==> src/rtl/i2c_sentinel_pkg.sv <==
package i2c_sentinel_pkg;

   typedef enum logic [1:0] {
      WD_WATCH   = 2'd0,
      WD_FREE    = 2'd1,
      WD_RECOVER = 2'd2
   } wd_state_e;

   typedef enum logic {
      PH_LOW  = 1'b0,
      PH_HIGH = 1'b1
   } pulse_phase_e;

   localparam int unsigned RECOVERY_PULSES = 9;
   localparam int unsigned UNIT_HZ         = 20_000_000;

endpackage

==> src/rtl/i2c_line_activity.sv <==
module i2c_line_activity (
   input  logic clk,
   input  logic rst_n,
   input  logic scl_in,
   input  logic sda_in,
   output logic activity
);
   logic scl_q;
   logic sda_q;

   always_ff @(posedge clk or negedge rst_n) begin
      if (!rst_n) begin
         scl_q <= 1'b1;
         sda_q <= 1'b1;
      end else begin
         scl_q <= scl_in;
         sda_q <= sda_in;
      end
   end

   assign activity = (scl_in != scl_q) || (sda_in != sda_q);
endmodule

==> src/rtl/i2c_idle_timer.sv <==
module i2c_idle_timer #(
   parameter int unsigned TMR_W       = 8,
   parameter int unsigned LONG_TICKS  = 200,
   parameter int unsigned SHORT_TICKS = 10
) (
   input  logic clk,
   input  logic rst_n,
   input  logic clear,
   input  logic run,
   input  logic tick,
   input  logic fast,
   output logic expire
);
   localparam logic [TMR_W-1:0] LONG_LAST  = TMR_W'(LONG_TICKS - 1);
   localparam logic [TMR_W-1:0] SHORT_LAST = TMR_W'(SHORT_TICKS - 1);

   logic [TMR_W-1:0] cnt_q;
   logic [TMR_W-1:0] last;

   assign last   = fast ? SHORT_LAST : LONG_LAST;
   assign expire = run && !clear && tick && (cnt_q >= last);

   always_ff @(posedge clk or negedge rst_n) begin
      if (!rst_n) begin
         cnt_q <= '0;
      end else if (clear || !run || expire) begin
         cnt_q <= '0;
      end else if (tick) begin
         cnt_q <= cnt_q + 1'b1;
      end
   end
endmodule

==> src/rtl/i2c_recovery_pulser.sv <==
module i2c_recovery_pulser
   import i2c_sentinel_pkg::*;
#(
   parameter int unsigned UNIT_TICKS = 1,
   parameter int unsigned UNITS_W    = 8,
   parameter int unsigned PULSES     = RECOVERY_PULSES
) (
   input  logic               clk,
   input  logic               rst_n,
   input  logic               go,
   input  logic               tick,
   input  logic [UNITS_W-1:0] low_units,
   input  logic [UNITS_W-1:0] high_units,
   output logic               pull,
   output logic               done
);
   localparam int unsigned PCNT_W = $clog2(PULSES + 1);
   localparam int unsigned PRE_W  = (UNIT_TICKS > 1) ? $clog2(UNIT_TICKS) : 1;

   pulse_phase_e       phase_q;
   logic [UNITS_W-1:0] ph_cnt_q;
   logic [PCNT_W-1:0]  pulse_q;
   logic               unit;
   logic [UNITS_W-1:0] len;
   logic               phase_end;

   generate
      if (UNIT_TICKS > 1) begin : g_prescale
         logic [PRE_W-1:0] pre_q;
         always_ff @(posedge clk or negedge rst_n) begin
            if (!rst_n) begin
               pre_q <= '0;
            end else if (!go) begin
               pre_q <= '0;
            end else if (tick) begin
               pre_q <= (pre_q == PRE_W'(UNIT_TICKS - 1)) ? '0 : pre_q + 1'b1;
            end
         end
         assign unit = tick && (pre_q == PRE_W'(UNIT_TICKS - 1));
      end else begin : g_direct
         assign unit = tick;
      end
   endgenerate

   always_comb begin
      len = (phase_q == PH_LOW) ? low_units : high_units;
      if (len == '0) len = UNITS_W'(1);
   end

   assign phase_end = go && unit && (ph_cnt_q == len - 1'b1);
   assign pull      = go && (phase_q == PH_LOW);
   assign done      = phase_end && (phase_q == PH_HIGH)
                      && (pulse_q == PCNT_W'(PULSES - 1));

   always_ff @(posedge clk or negedge rst_n) begin
      if (!rst_n) begin
         phase_q  <= PH_LOW;
         ph_cnt_q <= '0;
         pulse_q  <= '0;
      end else if (!go) begin
         phase_q  <= PH_LOW;
         ph_cnt_q <= '0;
         pulse_q  <= '0;
      end else if (phase_end) begin
         ph_cnt_q <= '0;
         if (phase_q == PH_LOW) begin
            phase_q <= PH_HIGH;
         end else begin
            phase_q <= PH_LOW;
            pulse_q <= pulse_q + 1'b1;
         end
      end else if (unit) begin
         ph_cnt_q <= ph_cnt_q + 1'b1;
      end
   end
endmodule

==> src/rtl/i2c_bus_sentinel.sv <==
module i2c_bus_sentinel
   import i2c_sentinel_pkg::*;
#(
   parameter int unsigned OSC_HZ   = 20_000_000,
   parameter int unsigned LONG_US  = 1_000_000,
   parameter int unsigned SHORT_US = 50,
   parameter int unsigned UNITS_W  = 8
) (
   input  logic               clk,
   input  logic               rst_n,
   input  logic               osc_tick,
   input  logic               scl_in,
   input  logic               sda_in,
   input  logic               wd_disable,
   input  logic               wd_fast,
   input  logic [UNITS_W-1:0] low_units,
   input  logic [UNITS_W-1:0] high_units,
   output logic               bus_free,
   output logic               scl_pull,
   output logic               recovering
);
   localparam int unsigned TICKS_PER_US = OSC_HZ / 1_000_000;
   localparam int unsigned LONG_TICKS   = TICKS_PER_US * LONG_US;
   localparam int unsigned SHORT_TICKS  = TICKS_PER_US * SHORT_US;
   localparam int unsigned TMR_W        = $clog2(LONG_TICKS + 1);
   localparam int unsigned RAW_UNIT     = OSC_HZ / UNIT_HZ;
   localparam int unsigned UNIT_TICKS   = (RAW_UNIT < 1) ? 1 : RAW_UNIT;

   generate
      if (OSC_HZ < 1_000_000 || (OSC_HZ % 1_000_000) != 0) begin : g_bad_osc
         $error("OSC_HZ must be a whole number of MHz");
      end
      if (SHORT_US == 0 || SHORT_US >= LONG_US) begin : g_bad_win
         $error("SHORT_US must be nonzero and below LONG_US");
      end
      if (UNITS_W < 2) begin : g_bad_units
         $error("UNITS_W must be at least 2");
      end
   endgenerate

   wd_state_e state_q;
   wd_state_e state_d;
   logic      activity;
   logic      expire;
   logic      tmr_clear;
   logic      tmr_run;
   logic      rec_go;
   logic      rec_pull;
   logic      rec_done;

   i2c_line_activity u_act (
      .clk      (clk),
      .rst_n    (rst_n),
      .scl_in   (scl_in),
      .sda_in   (sda_in),
      .activity (activity)
   );

   assign tmr_run   = (state_q == WD_WATCH) && !wd_disable;
   assign tmr_clear = activity || wd_disable || (state_q != WD_WATCH);

   i2c_idle_timer #(
      .TMR_W       (TMR_W),
      .LONG_TICKS  (LONG_TICKS),
      .SHORT_TICKS (SHORT_TICKS)
   ) u_tmr (
      .clk    (clk),
      .rst_n  (rst_n),
      .clear  (tmr_clear),
      .run    (tmr_run),
      .tick   (osc_tick),
      .fast   (wd_fast),
      .expire (expire)
   );

   assign rec_go = (state_q == WD_RECOVER);

   i2c_recovery_pulser #(
      .UNIT_TICKS (UNIT_TICKS),
      .UNITS_W    (UNITS_W),
      .PULSES     (RECOVERY_PULSES)
   ) u_pulse (
      .clk        (clk),
      .rst_n      (rst_n),
      .go         (rec_go),
      .tick       (osc_tick),
      .low_units  (low_units),
      .high_units (high_units),
      .pull       (rec_pull),
      .done       (rec_done)
   );

   always_comb begin
      state_d = state_q;
      if (wd_disable) begin
         state_d = WD_WATCH;
      end else begin
         unique case (state_q)
            WD_WATCH:   if (expire) state_d = sda_in ? WD_FREE : WD_RECOVER;
            WD_FREE:    if (activity) state_d = WD_WATCH;
            WD_RECOVER: if (sda_in || rec_done) state_d = WD_WATCH;
            default:    state_d = WD_WATCH;
         endcase
      end
   end

   always_ff @(posedge clk or negedge rst_n) begin
      if (!rst_n) state_q <= WD_WATCH;
      else        state_q <= state_d;
   end

   assign bus_free   = (state_q == WD_FREE);
   assign recovering = rec_go;
   assign scl_pull   = rec_pull;
endmodule

==> config.mk <==
export PLATFORM = sky130hd
export DESIGN_NAME = i2c_bus_sentinel
export DESIGN_NICKNAME = d
export VERILOG_FILES = /design/src/rtl/i2c_sentinel_pkg.sv /design/src/rtl/i2c_line_activity.sv /design/src/rtl/i2c_idle_timer.sv /design/src/rtl/i2c_recovery_pulser.sv /design/src/rtl/i2c_bus_sentinel.sv
export SDC_FILE = /design/constraint.sdc
export NUM_CORES = 1
export LEC_CHECK = 0
export ABC_CLOCK_PERIOD_IN_PS = 8560
export BUFFER_PORTS_ARGS = -buffer_cell sky130_fd_sc_hd__buf_2
export CAP_MARGIN = 15
export CELL_PAD_IN_SITES_DETAIL_PLACEMENT = 0
export CELL_PAD_IN_SITES_GLOBAL_PLACEMENT = 1
export CORE_ASPECT_RATIO = 2
export CORE_MARGIN = 8
export CORE_UTILIZATION = 43
export DETAILED_ROUTE_END_ITERATION = 12
export PLACE_DENSITY_LB_ADDON = 0.1
export SLEW_MARGIN = 30
export SYNTH_ARGS = -nofsm -noshare
export SYNTH_HDL_FRONTEND = slang
export SYNTH_HIERARCHICAL = 1
export SYNTH_SLANG_ARGS = --single-unit
==> constraint.sdc <==
create_clock -name clk -period 8.56 [get_ports clk]
set_input_delay 1.284 -clock clk [delete_from_list [all_inputs] [get_ports clk]]
set_output_delay 1.284 -clock clk [all_outputs]
set_load 0.01 [all_outputs]
# Word-level counts from Yosys, hierarchy flattened

Cells that the tools add are included.

Output and inout port bits: 3
Register bits after elaboration: 42
Bits of input ports: 23
Word-level logic and storage cells: 69

$lt $le $gt $ge: 1
Mux-type cells: 20
Reductions and logical operators: 24
Equal/unequal tests: 12
Bitwise logic cells: 1
Add/sub/neg operators: 4

Operators by type and width:

| cell                                                | number |
|---|---|
| two-way mux 25 bit                                  | 3 |
| two-way mux 8 bit                                   | 5 |
| adder 25 x 1 -> 25 bit, second input constant       | 1 |
| >= comparator 25 bit                                | 1 |
| two-way mux 4 bit                                   | 3 |
| two-way mux 2 bit                                   | 5 |
| logical AND 1 bit                                   | 9 |
| adder 8 x 1 -> 8 bit, second input constant         | 1 |
| equality test 8 bit                                 | 1 |
| zero test 8 bit                                     | 1 |
| subtractor 8 x 1 -> 8 bit, second input constant    | 1 |
| logical OR 1 bit                                    | 6 |
| != test 3 x 2 -> 1 bit, second input constant       | 2 |
| != test 3 bit, second input constant                | 2 |
| one-hot mux 2 bit (3 select lines)                  | 1 |
| adder 4 x 1 -> 4 bit, second input constant         | 1 |
| equality test 4 bit, second input constant          | 1 |
| != test 2 bit, second input constant                | 2 |
| nonzero test 2 bit                                  | 2 |
| zero test 1 bit                                     | 3 |
| two-way mux 1 bit                                   | 3 |
| AND reduction 3 bit                                 | 1 |
| equality test 2 x 1 -> 1 bit, second input constant | 1 |
| equality test 2 bit, second input constant          | 1 |
| other kinds (4)                                     | 5 |

# Longest topological paths before layout

Gate-level depths: netlist of the first run.

Depth after elaboration: 12
Gate-level depth with buffers: 11
Gate-level depth less buffers: 10

# By module

Netlist of the first run, hierarchy kept.

By module, submodules not included:

| module              | instances | cells an instance | sequential area each (um^2) | area an instance (um^2) |
|---|---|---|---|---|
| i2c_idle_timer      | 1         | 171               | 625.6                       | 1614.0 |
| i2c_recovery_pulser | 1         | 127               | 325.3                       | 1156.1 |
| i2c_bus_sentinel    | 1         | 12                | 50.0                        | 117.6 |
| i2c_line_activity   | 1         | 5                 | 52.6                        | 73.8 |

# Worst setup path before layout of the first run

No wires, ideal clock.

Path kind: input-to-reg
Start: input port low_units[2]
End: register u_pulse.phase_q
Library setup time: 0.125 ns
Data arrival time: 3.824 ns
Cell stages on the path: 9
Buffers on the path: 0
Data required time: 8.435 ns
Slack: 4.611 ns
Cells stage by stage: or4_1 > a221o_1 > and2_1 > ha_1 > xnor2_1 > nor2_1 > nand4_1 > nor4_4 > mux2_4

Word-level cells in the longest chain between the ends: 7

RTL lines:

| element                          | line                      | RTL |
|---|---|---|
| start, declared                  | i2c_bus_sentinel.sv:16    | `input logic [UNITS_W-1:0] low_units,` |
| two-way mux 8 bit *              | i2c_recovery_pulser.sv:46 | `len = (phase_q == PH_LOW) ? low_units : high_units;` |
| zero test 8 bit                  | i2c_recovery_pulser.sv:47 | `if (len == '0) len = UNITS_W'(1);` |
| two-way mux 8 bit *              | i2c_recovery_pulser.sv:47 |  |
| subtractor 8 x 1 -> 8 bit *      | i2c_recovery_pulser.sv:50 | `assign phase_end = go && unit && (ph_cnt_q == len - 1'b1);` |
| equality test 8 bit *            | i2c_recovery_pulser.sv:50 |  |
| logical AND 1 bit *              | i2c_recovery_pulser.sv:50 |  |
| != test 2 bit (no source line) * | --                        |  |
| end signal, assigned             | i2c_recovery_pulser.sv:57 | `phase_q <= PH_LOW;` |
| end signal, assigned             | i2c_recovery_pulser.sv:61 | `phase_q <= PH_LOW;` |
| end signal, assigned             | i2c_recovery_pulser.sv:67 | `phase_q <= PH_HIGH;` |
| end, declared                    | i2c_recovery_pulser.sv:20 | `pulse_phase_e phase_q;` |

Mark *: on every way between the ends. The rest lies on a longest branch, timed or not.
A chain may end at the register's enable or synchronous reset.

# Worst setup path in the final report of the first run

Ends and elaborated chain as after synthesis.

==> flow_metrics.tcl, run 1 <==
set metrics [dict create \
    finish.net_count 379 \
    postSynth.asyncResetShare_pct 100.0 \
    post_synth_inst_count 315 \
    nFillCells 691 \
    finalWeightedCongestion 0.7892 \
    route.antenna.remaining_nets 0 \
    cts-hold-fix-buffers 0 \
    setup-tns-final_ps 0 \
    clock_tree.buffer_depth 2 \
    die_ar_um2 9960 \
    dp.final_hpwl_mm 4.639 \
    r2r-start "u_pulse/phase_q" \
    power.density_nw_per_um2 131.5 \
    clkSlewWorstSetupHoldPaths_ps 60 \
    timing.critical_path.required_ps 8730 \
    number_of_search_and_repair_iterations_in_the_first_detailed_routing_pass 4 \
    post_cts_resize_count 0 \
    syn_std_cell_area_um2 2962 \
    h-tree-depth 2 \
    stdcell_count 431 \
    drv_cap 0 \
    hold_path.startpoint "state_q[1]" \
    tritoncts "yes" \
    synthesis.nets 354 \
    timing_worst_setup_path_type "input port to register" \
    detailedRoute.firstIterationViolations 141 \
    synth.distinct_cells 57 \
    via_count 2361 \
    start_util_pct 43.69 \
    dieHeight_um 133.4 \
    timing.hold.worst_path_depth 1 \
    rsz0062_at_grt "false" \
    synth_seq_area_share_pct 35.57 \
    worst_slew_margin_rel_pct 47.96 \
    cts_buffers 5 \
    timing.critical_path.arrival_ps 4230 \
    global_route_wire_length_before_repair_mm 11.05 \
    timing.critical_path.from_type "input port" \
    cts.repair_timing.setup_buffer_count 0 \
    initial_antenna_violation_count 0 \
    most-common-layout-cells "dfrtp_1 (40), nor2_1 (33), xnor2_1 (31)" \
    result_of_the_run "completed" \
    worstMarginPinSlew_ps 780.7 \
    r2r_slack_ps 4800 \
    critical_path.max_fanout 9 \
    syn_to_final_growth_pct 12.55 \
    grt_start_max_net_pins 43 \
    yosysWarnings 6 \
    timing.clock.skew_ps 3.160 \
    synthesis.area_per_instance_um2 9.402 \
    finalSetupViolations 0 \
    num_antenna_cells 0 \
    row_count 43 \
    worst_hold_path_type "register to register" \
    worst_r2r_path_depth 9 \
    num_io_pins 26 \
    final_common_cell "dfrtp_1" \
    r2r-end "u_pulse/phase_q" \
    numClockSinks 42 \
    clock_insertion_delay_worst_skew_ps 280 \
    design_area_um2 3333 \
    drt-wirelength-per-cell_um 14.39 \
    gr-usage-all-layers_pct 13.73 \
    first_global_vias 2451 \
    power.static_leakage_nw 1.280 \
    final-seq-area_um2 1054 \
    end_of_the_worst_hold_path "state_q[0]" \
    synth_enable_flop_cells 0 \
    postSynthRegisterBits 42 \
    drt-total-wl_mm 6.202 \
    multi_input_area_um2 1824 \
    routed_via_density 5.478 \
    core_area_um2 6779 \
    drive_gt1_share_pct 14.96 \
    clock_tree.root_cell "clkbuf_16" \
    layout_min_cycle_time_ps 4062 \
    hold_vio_cnt_final 0 \
    maximum_vdd_drop_mv 0.1618 \
    final_min_period_over_clock_period_pct 47.46 \
    finalMaxSlewViolations 0 \
    die_w_um 74.69 \
    fmax_ghz 0.2462 \
    port_buffers 25 \
    ys_dominant_reg_cell "dfrtp_1" \
    route.detailed.drc 0 \
    setup.worst_path.end_class "register" \
    placed_cells_incl_taps 423 \
    gr-total-overflow 0 \
    place_area_um2 3164 \
]
[worst max-delay path, cell delays in order]
cell,delay [ps]
buf_2,120
or4_1,530
a221o_1,420
and2_1,180
ha_1,290
xnor2_1,120
nor2_1,110
nand4_1,250
nor4_4,570
mux2_4,350
[cells in the mapped netlist, types with 3 or more instances]
| library cell | n | area share, % |
|---|---|---|
| nand3_1 | 12 | 2.0 |
| inv_1 | 11 | 1.4 |
| nand2_1 | 22 | 2.8 |
| or3_1 | 5 | 1.1 |
| nand4_1 | 8 | 1.7 |
| dfrtp_1 | 40 | 34 |
| nor2b_1 | 4 | 0.84 |
| or4_1 | 3 | 0.76 |
| buf_6 | 3 | 1.1 |
| xor2_1 | 8 | 2.4 |
| and3_1 | 7 | 1.5 |
| ha_1 | 16 | 6.8 |
| mux2i_1 | 11 | 3.7 |
| clkbuf_1 | 4 | 0.51 |
| a21oi_1 | 5 | 0.84 |
| xnor2_1 | 31 | 9.2 |
| and4_1 | 3 | 0.89 |
| nor3b_1 | 9 | 2.3 |
| o21ai_0 | 5 | 0.84 |
| nor2_1 | 33 | 4.2 |
| nor3_1 | 14 | 2.4 |
| nand2b_1 | 6 | 1.3 |
| and2_1 | 3 | 0.63 |
| o31ai_1 | 4 | 1.0 |
| nor4_1 | 6 | 1.3 |
[flip-flops by register name, summed over array words and instances, names as in the netlist]
name	flops
u_pulse/pulse_q	4
u_tmr/cnt_q	25
state_q	2
u_act/scl_q	1
u_pulse/phase_q	1
u_pulse/ph_cnt_q	8
u_act/sda_q	1
[cell families after synthesis]
group                      synth area share (%)
adders and majority gates                 6.760
AOI/OAI and AO/OA                         9.421
xor gates and xnor gates                  11.53
muxes                                     4.605
buffers and inverters                     3.210
and+or+nand+nor                           28.90
DFF                                       35.57
[layer usage]
layer / GRT usage, % / share of wire [%]
met2: 22.78 / 51
met1: 17.09 / 45
met5: 0 / 0
met4: 3.956 / 1.4
met3: 2.636 / 2.2
[cell type report]
cell class              count  area share [%]
well taps                  90           3.378
repair buffers             26           4.054
inverters                  11           1.239
flip-flops and latches     42           31.61
multi-input cells         254           54.73
clock buffers               8           4.992
[worst max-delay path by stage]
stage	from	end	cells after the start	slack [ps]
floorplan	low_units[2]	u_pulse/phase_q	9	4610
global placement	low_units[5]	u_pulse/phase_q	10	4310
detailed placement	low_units[2]	u_pulse/phase_q	10	4230
CTS	low_units[5]	u_pulse/phase_q	10	4500
global route	low_units[5]	u_pulse/phase_q	10	4310
finish	low_units[2]	u_pulse/phase_q	10	4500
[power breakdown]
part	total [W]	switching [W]	internal, W
Combinational	0.0000329	0.0000204	0.0000125
Clock	0.000206	0.0000737	0.000132
Sequential	0.000200	0.000000381	0.000200
Total	0.000438	0.0000945	0.000344
[per-stage QoR]
stage	util, %	hold slack, ps	setup WS, ps	power [W]
after detailed placement	46.68	532.1	4229	0.0002367
after global placement	46.51	523.1	4309	0.0002357
after floorplan	-	489.7	4611	0.0002213
final	49.17	535.9	4498	0.0004384
after global routing	49.17	573.6	4312	0.0004563
after CTS	49.13	541.2	4503	0.0004466
(Power assumes the default switching activity.)
==> run 2: changes to the inputs <==
--- a/config.mk
+++ b/config.mk
@@ -5,7 +5,7 @@
 export SDC_FILE = /design/constraint.sdc
 export NUM_CORES = 1
 export LEC_CHECK = 0
-export ABC_CLOCK_PERIOD_IN_PS = 8560
+export ABC_CLOCK_PERIOD_IN_PS = 4100
 export BUFFER_PORTS_ARGS = -buffer_cell sky130_fd_sc_hd__buf_2
 export CAP_MARGIN = 15
 export CELL_PAD_IN_SITES_DETAIL_PLACEMENT = 0
==> constraint.sdc (replaced) <==
create_clock -name clk -period 4.1 [get_ports clk]
set_input_delay 0.615 -clock clk [delete_from_list [all_inputs] [get_ports clk]]
set_output_delay 0.615 -clock clk [all_outputs]
set_load 0.01 [all_outputs]
==> run 2 against run 1 <==
Net effect: combinational power rose by 120%; clock power rose by 89%; total power rose by 100%; non-clock buffer count rose by 4; count of clock-buffer cells in the layout did not move; sequential power rose by 110%; clock skew rose by 0.61 ps; global-route usage rose by 0.47 points.
==> flow_metrics.tcl, run 2 (synthesis gave the netlist of run 1 again) <==
set metrics [dict create \
    worstMarginPinSlew_ps 622.8 \
    syn_to_final_growth_pct 13.10 \
    finalWeightedCongestion 0.8283 \
    power.combinational.fraction_pct 8.2 \
    path_cells "buf_4, mux2_2, a221o_1, and2_1, ha_1, xnor2_1, nor2_1, nand4_1, nor4_2, and4b_1, a211oi_2" \
    routed_via_density 5.434 \
    clockPowerShare_pct 44.3 \
    port_buffers 25 \
    path_delay_family "simple AND/OR/NAND/NOR gates" \
    worst_slew_margin_rel_pct 58.29 \
    tritoncts "yes" \
    h-tree-depth 2 \
    fin_worst_hold_slack_ps 305.4 \
    timing.clock.skew_ps 3.774 \
    largest_register_ff_count 25 \
    maximum_vdd_drop_mv 0.2253 \
    timing_worst_setup_path_type "register to register" \
    drv_cap 0 \
    core_area_um2 6779 \
    dp.final_hpwl_mm 4.845 \
    numClockSinks 42 \
    crit_buf_inv 1 \
    timing.critical_path.required_ps 4250 \
    hold_vio_cnt_final 0 \
    place_area_um2 3203 \
    critical_path.max_fanout 13 \
    drive_gt1_share_pct 15.36 \
    post_cts_resize_count 0 \
    route.antenna.remaining_nets 0 \
    grt_start_max_net_pins 23 \
    setup-tns-final_ps 0 \
    result_of_the_run "completed" \
    clock_tree.buffer_depth 2 \
    dieHeight_um 133.4 \
    row_count 43 \
    detailedRoute.firstIterationViolations 101 \
    drt-wirelength-per-cell_um 14.65 \
    route.detailed.drc 0 \
    seq_power_share_pct 47.5 \
    drt-total-wl_mm 6.373 \
    via_count 2364 \
    cts_buffers 5 \
    largest-register "u_tmr/cnt_q" \
    finish.net_count 383 \
    cts.repair_timing.setup_buffer_count 0 \
    finalSetupViolations 0 \
    switching_share_pct 21.67 \
    final_min_period_over_clock_period_pct 84.34 \
    power.internal_w 0.0006880 \
    clock_tree.root_cell "clkbuf_16" \
    die_w_um 74.69 \
    timing.critical_path.from_type "register" \
    setup.worst_path.end_class "register" \
    final_common_cell "dfrtp_1" \
    gr-usage-all-layers_pct 14.19 \
    layout_min_cycle_time_ps 3458 \
    num_antenna_cells 0 \
    design_area_um2 3349 \
    finalMaxSlewViolations 0 \
    first_global_vias 2442 \
    gr-total-overflow 0 \
    start_util_pct 43.69 \
    initial_antenna_violation_count 0 \
    num_io_pins 26 \
    timing.critical_path.arrival_ps 3610 \
    worst_hold_path_type "input port to async pin" \
    most-common-layout-cells "dfrtp_1 (40), nor2_1 (33), xnor2_1 (31)" \
    power.density_nw_per_um2 262.2 \
    net-switching-power_w 0.0001903 \
    power.static_leakage_nw 1.294 \
    clock_insertion_delay_worst_skew_ps 280 \
    clkSlewWorstSetupHoldPaths_ps 60 \
    cpPeakStageDelay_ps 610 \
    critical_path.slowest_cell "dfrtp_1" \
    number_of_search_and_repair_iterations_in_the_first_detailed_routing_pass 4 \
    global_route_wire_length_before_repair_mm 11.37 \
    cts-hold-fix-buffers 0 \
    die_ar_um2 9960 \
    rsz0062_at_grt "false" \
    fmax_ghz 0.2892 \
    layout_top_registers "u_tmr/cnt_q (25), u_pulse/ph_cnt_q (8), u_pulse/pulse_q (4)" \
]
run 2: changes by cell type in the layout (fill, tap and decap cells not counted), sizes merged:
cell  change
buf       +4
run 2: power by group through the flow:
stage	Sequential, W	Clock (W)	Combinational (W)
after floorplan	0.000425	0	0.0000372
after global placement	0.000425	0	0.0000682
after detailed placement	0.000425	0	0.0000728
after CTS	0.000417	0.000403	0.0000730
after global routing	0.000417	0.000416	0.0000819
final	0.000417	0.000389	0.0000716
run 2: cell type report:
cell class                      instances  area, µm²
Sequential cell                        42       1054
Timing Repair Buffer                   30      182.7
Clock buffer                            8      146.4
Inverter                               11      41.29
Multi-Input combinational cell        254       1813
Tap cell                               90      112.6
Fill cell                             696       3430
run 2: final timing paths:
check,end,depth (start not counted),slack (ps),from
setup / recovery,state_q[1],11,640,u_pulse/phase_q
hold reg to reg,state_q[0],1,540,state_q[1]
min in group clk,u_act/scl_q,1,450,scl_in
setup reg to reg,state_q[1],11,640,u_pulse/phase_q
hold / removal,u_tmr/cnt_q[10],1,310,rst_n
max in group asynchronous,u_pulse/ph_cnt_q[5],2,3300,rst_n
run 2: through the flow:
step	total power (W)	setup slack, ps	instances	utilization, %
detailed placement	0.0004976	514.0	427	47.25
CTS	0.0008936	619.4	435	49.41
floorplan	0.0004620	820.4	315	-
global route	0.0009155	366.8	435	49.41
finish	0.0008783	642.0	435	49.41
global placement	0.0004930	597.1	426	46.84
run 2: routing by layer:
metal / global-route usage, % / routed length [µm] / up-vias
li1: - / - / 1197
met1: 17.93 / 2945 / 1144
met5: 0 / 0 / -
met2: 23.51 / 3240 / 19
met3: 2.033 / 119 / 4
met4: 4.615 / 68 / 0
==> run 3: changes to the inputs <==
--- a/config.mk
+++ b/config.mk
@@ -5,14 +5,14 @@
 export SDC_FILE = /design/constraint.sdc
 export NUM_CORES = 1
 export LEC_CHECK = 0
-export ABC_CLOCK_PERIOD_IN_PS = 4100
+export ABC_CLOCK_PERIOD_IN_PS = 2900
 export BUFFER_PORTS_ARGS = -buffer_cell sky130_fd_sc_hd__buf_2
 export CAP_MARGIN = 15
 export CELL_PAD_IN_SITES_DETAIL_PLACEMENT = 0
 export CELL_PAD_IN_SITES_GLOBAL_PLACEMENT = 1
 export CORE_ASPECT_RATIO = 2
 export CORE_MARGIN = 8
-export CORE_UTILIZATION = 43
+export CORE_UTILIZATION = 42
 export DETAILED_ROUTE_END_ITERATION = 12
 export PLACE_DENSITY_LB_ADDON = 0.1
 export SLEW_MARGIN = 30
==> constraint.sdc (replaced) <==
create_clock -name clk -period 2.9 [get_ports clk]
set_input_delay 0.435 -clock clk [delete_from_list [all_inputs] [get_ports clk]]
set_output_delay 0.435 -clock clk [all_outputs]
set_load 0.01 [all_outputs]
==> run 3 against run 2 <==
Net effect: the flow now finishes with violations (negative setup slack); non-clock buffer count up 32; combinational power rose by 94%; design area rose by 11%; fmax up 17%; critical endpoint is now u_pulse/phase_q; largest cell class unchanged; highest routed layer unchanged.
==> flow_metrics.tcl, run 3 (synthesis gave the netlist of run 1 again) <==
set metrics [dict create \
    result_of_the_run "finished with violations" \
    violations "negative setup slack" \
    top_usage_layer "met2" \
    number_of_search_and_repair_iterations_in_the_first_detailed_routing_pass 4 \
    port_buffers 25 \
    drv_cap 0 \
    layout_top_registers "u_tmr/cnt_q (25), u_pulse/ph_cnt_q (8), u_pulse/pulse_q (4)" \
    dp.final_hpwl_mm 5.925 \
    groute.layer.met2.usage_pct 31.42 \
    gr-total-overflow 0 \
    final_common_cell "dfrtp_1" \
    finalSetupViolations 10 \
    worst_slew_margin_rel_pct 60.50 \
    power.density_nw_per_um2 366.7 \
    finish.net_count 415 \
    detailedRoute.firstIterationViolations 44 \
    worst_r2r_path_depth 11 \
    drt-total-wl_mm 7.548 \
    fin_worst_hold_slack_ps 263.1 \
    setup.worst_path.end_class "register" \
    route.detailed.drc 0 \
    via_count 2592 \
    first_global_vias 2758 \
    cts_buffers 5 \
    grt_use_met3_pct 2.823 \
    hold_vio_cnt_final 0 \
    most-common-layout-cells "dfrtp_1 (39), nor2_1 (33), buf_4 (32)" \
    layout_min_cycle_time_ps 2960 \
    maximum_vdd_drop_mv 0.4840 \
    timing.critical_path.required_ps 3070 \
    tritoncts "yes" \
    rsz0062_at_grt "true" \
    largest-register "u_tmr/cnt_q" \
    worstMarginPinSlew_ps 590.7 \
    core_area_um2 6887 \
    final_min_period_over_clock_period_pct 102.1 \
    clock_tree.buffer_depth 2 \
    clkSlewWorstSetupHoldPaths_ps 60 \
    largest_register_ff_count 25 \
    timing.critical_path.from_type "register" \
    critical_path.max_fanout 6 \
    finalWeightedCongestion 0.8160 \
    setup_slack_ps -60.10 \
    placement.setup.worst_slack_ps -317.3 \
    h-tree-depth 2 \
    finalMaxSlewViolations 0 \
    gr-usage-all-layers_pct 16.41 \
    syn_to_final_growth_pct 25.05 \
    grt_start_max_net_pins 23 \
    num_io_pins 26 \
    numClockSinks 42 \
    start_util_pct 43.01 \
    initial_antenna_violation_count 0 \
    die_ar_um2 10160 \
    timing.critical_path.arrival_ps 3130 \
    clock_tree.root_cell "clkbuf_16" \
    row_count 43 \
    global_route_wire_length_before_repair_mm 12.79 \
    power.static_leakage_nw 1.485 \
    globalRouteMet1Util_pct 14.89 \
    worst_hold_path_type "input port to register" \
    timing_worst_setup_path_type "register to register" \
    num_antenna_cells 0 \
    timing.clock.skew_ps 8.313 \
    dieHeight_um 134.8 \
    timing.hold.worst_path_depth 1 \
    routed_via_density 5.550 \
    drt-wirelength-per-cell_um 16.16 \
    clock_insertion_delay_worst_skew_ps 290 \
    fmax_ghz 0.3378 \
    die_w_um 75.38 \
    drive_gt1_share_pct 24.67 \
    route.antenna.remaining_nets 0 \
]
[run 3: cell types whose count changed in the layout (fill, tap and decap cells not counted), sizes merged]
cell / change
dlygate4sd3: +1
bufinv: +1
clkbuf: -1
buf: +31
[run 3: path summary, 6_finish.rpt]
path | from | to | slack (ps)
hold reg to reg | state_q[1] | state_q[0] | 540
min in group asynchronous | rst_n | u_tmr/cnt_q[7] | 530
setup reg to reg | u_pulse/phase_q | u_pulse/phase_q | -60
max in group asynchronous | rst_n | u_act/sda_q | 1740
setup / recovery | u_pulse/phase_q | u_pulse/phase_q | -60
hold / removal | scl_in | u_act/scl_q | 260
[run 3: what timing repair did]
item,CTS,global route
setup buffers,3,3
hold buffers,1,0
cloned,0,0
pin swaps,5,7
endpoints found under the setup margin,14,14
resized for setup,10,6
hold endpoints to repair,2,0
[run 3: metal layers]
layer | wire (µm) | part of all wire (%) | vias to the layer above
li1 | - | - | 1258
met1 | 2567 | 34 | 1277
met2 | 4414 | 58 | 38
met3 | 231 | 3.1 | 19
met4 | 334 | 4.4 | 0
met5 | 0 | 0 | -
[run 3: stage by stage]
| stage | setup TNS [ps] | cell area (µm²) | power (W) | util [%] | instances |
|---|---|---|---|---|---|
| after global placement | -3043 | 3356 | 0.0007181 | 48.73 | 450 |
| final | -204.0 | 3704 | 0.001358 | 53.78 | 467 |
| after global routing | -2214 | 3704 | 0.001413 | 53.78 | 467 |
| after CTS | -1084 | 3655 | 0.001374 | 53.07 | 464 |
| after floorplan | -417.9 | 2962 | 0.0006531 | - | 315 |
| after detailed placement | -3428 | 3411 | 0.0007287 | 49.53 | 452 |
[run 3: final cells by class]
class / count / area [µm²]
Clock buffer: 7 / 132.6
Clock inverter: 1 / 30.03
Fill cell: 707 / 3183
Inverter: 11 / 41.29
Multi-Input combinational cell: 254 / 1879
Sequential cell: 42 / 1055
Tap cell: 90 / 112.6
Timing Repair Buffer: 62 / 452.9
[run 3: critical path, stage by stage (launching register included)]
cell,delay (ps)
dfrtp_2,440
buf_6,120
or4b_4,470
a221o_1,330
and2_4,170
ha_4,150
o211ai_1,100
xnor2_1,160
nand4_1,130
buf_6,150
nor4_4,310
mux2_4,320
[run 3: power by group]
group | leakage [nW] | internal (W) | switching, W
Clock | 0.0781 | 0.000407 | 0.000222
Combinational | 0.829 | 0.0000637 | 0.0000751
Sequential | 0.578 | 0.000589 | 0.00000104
Total | 1.49 | 0.00106 | 0.000298
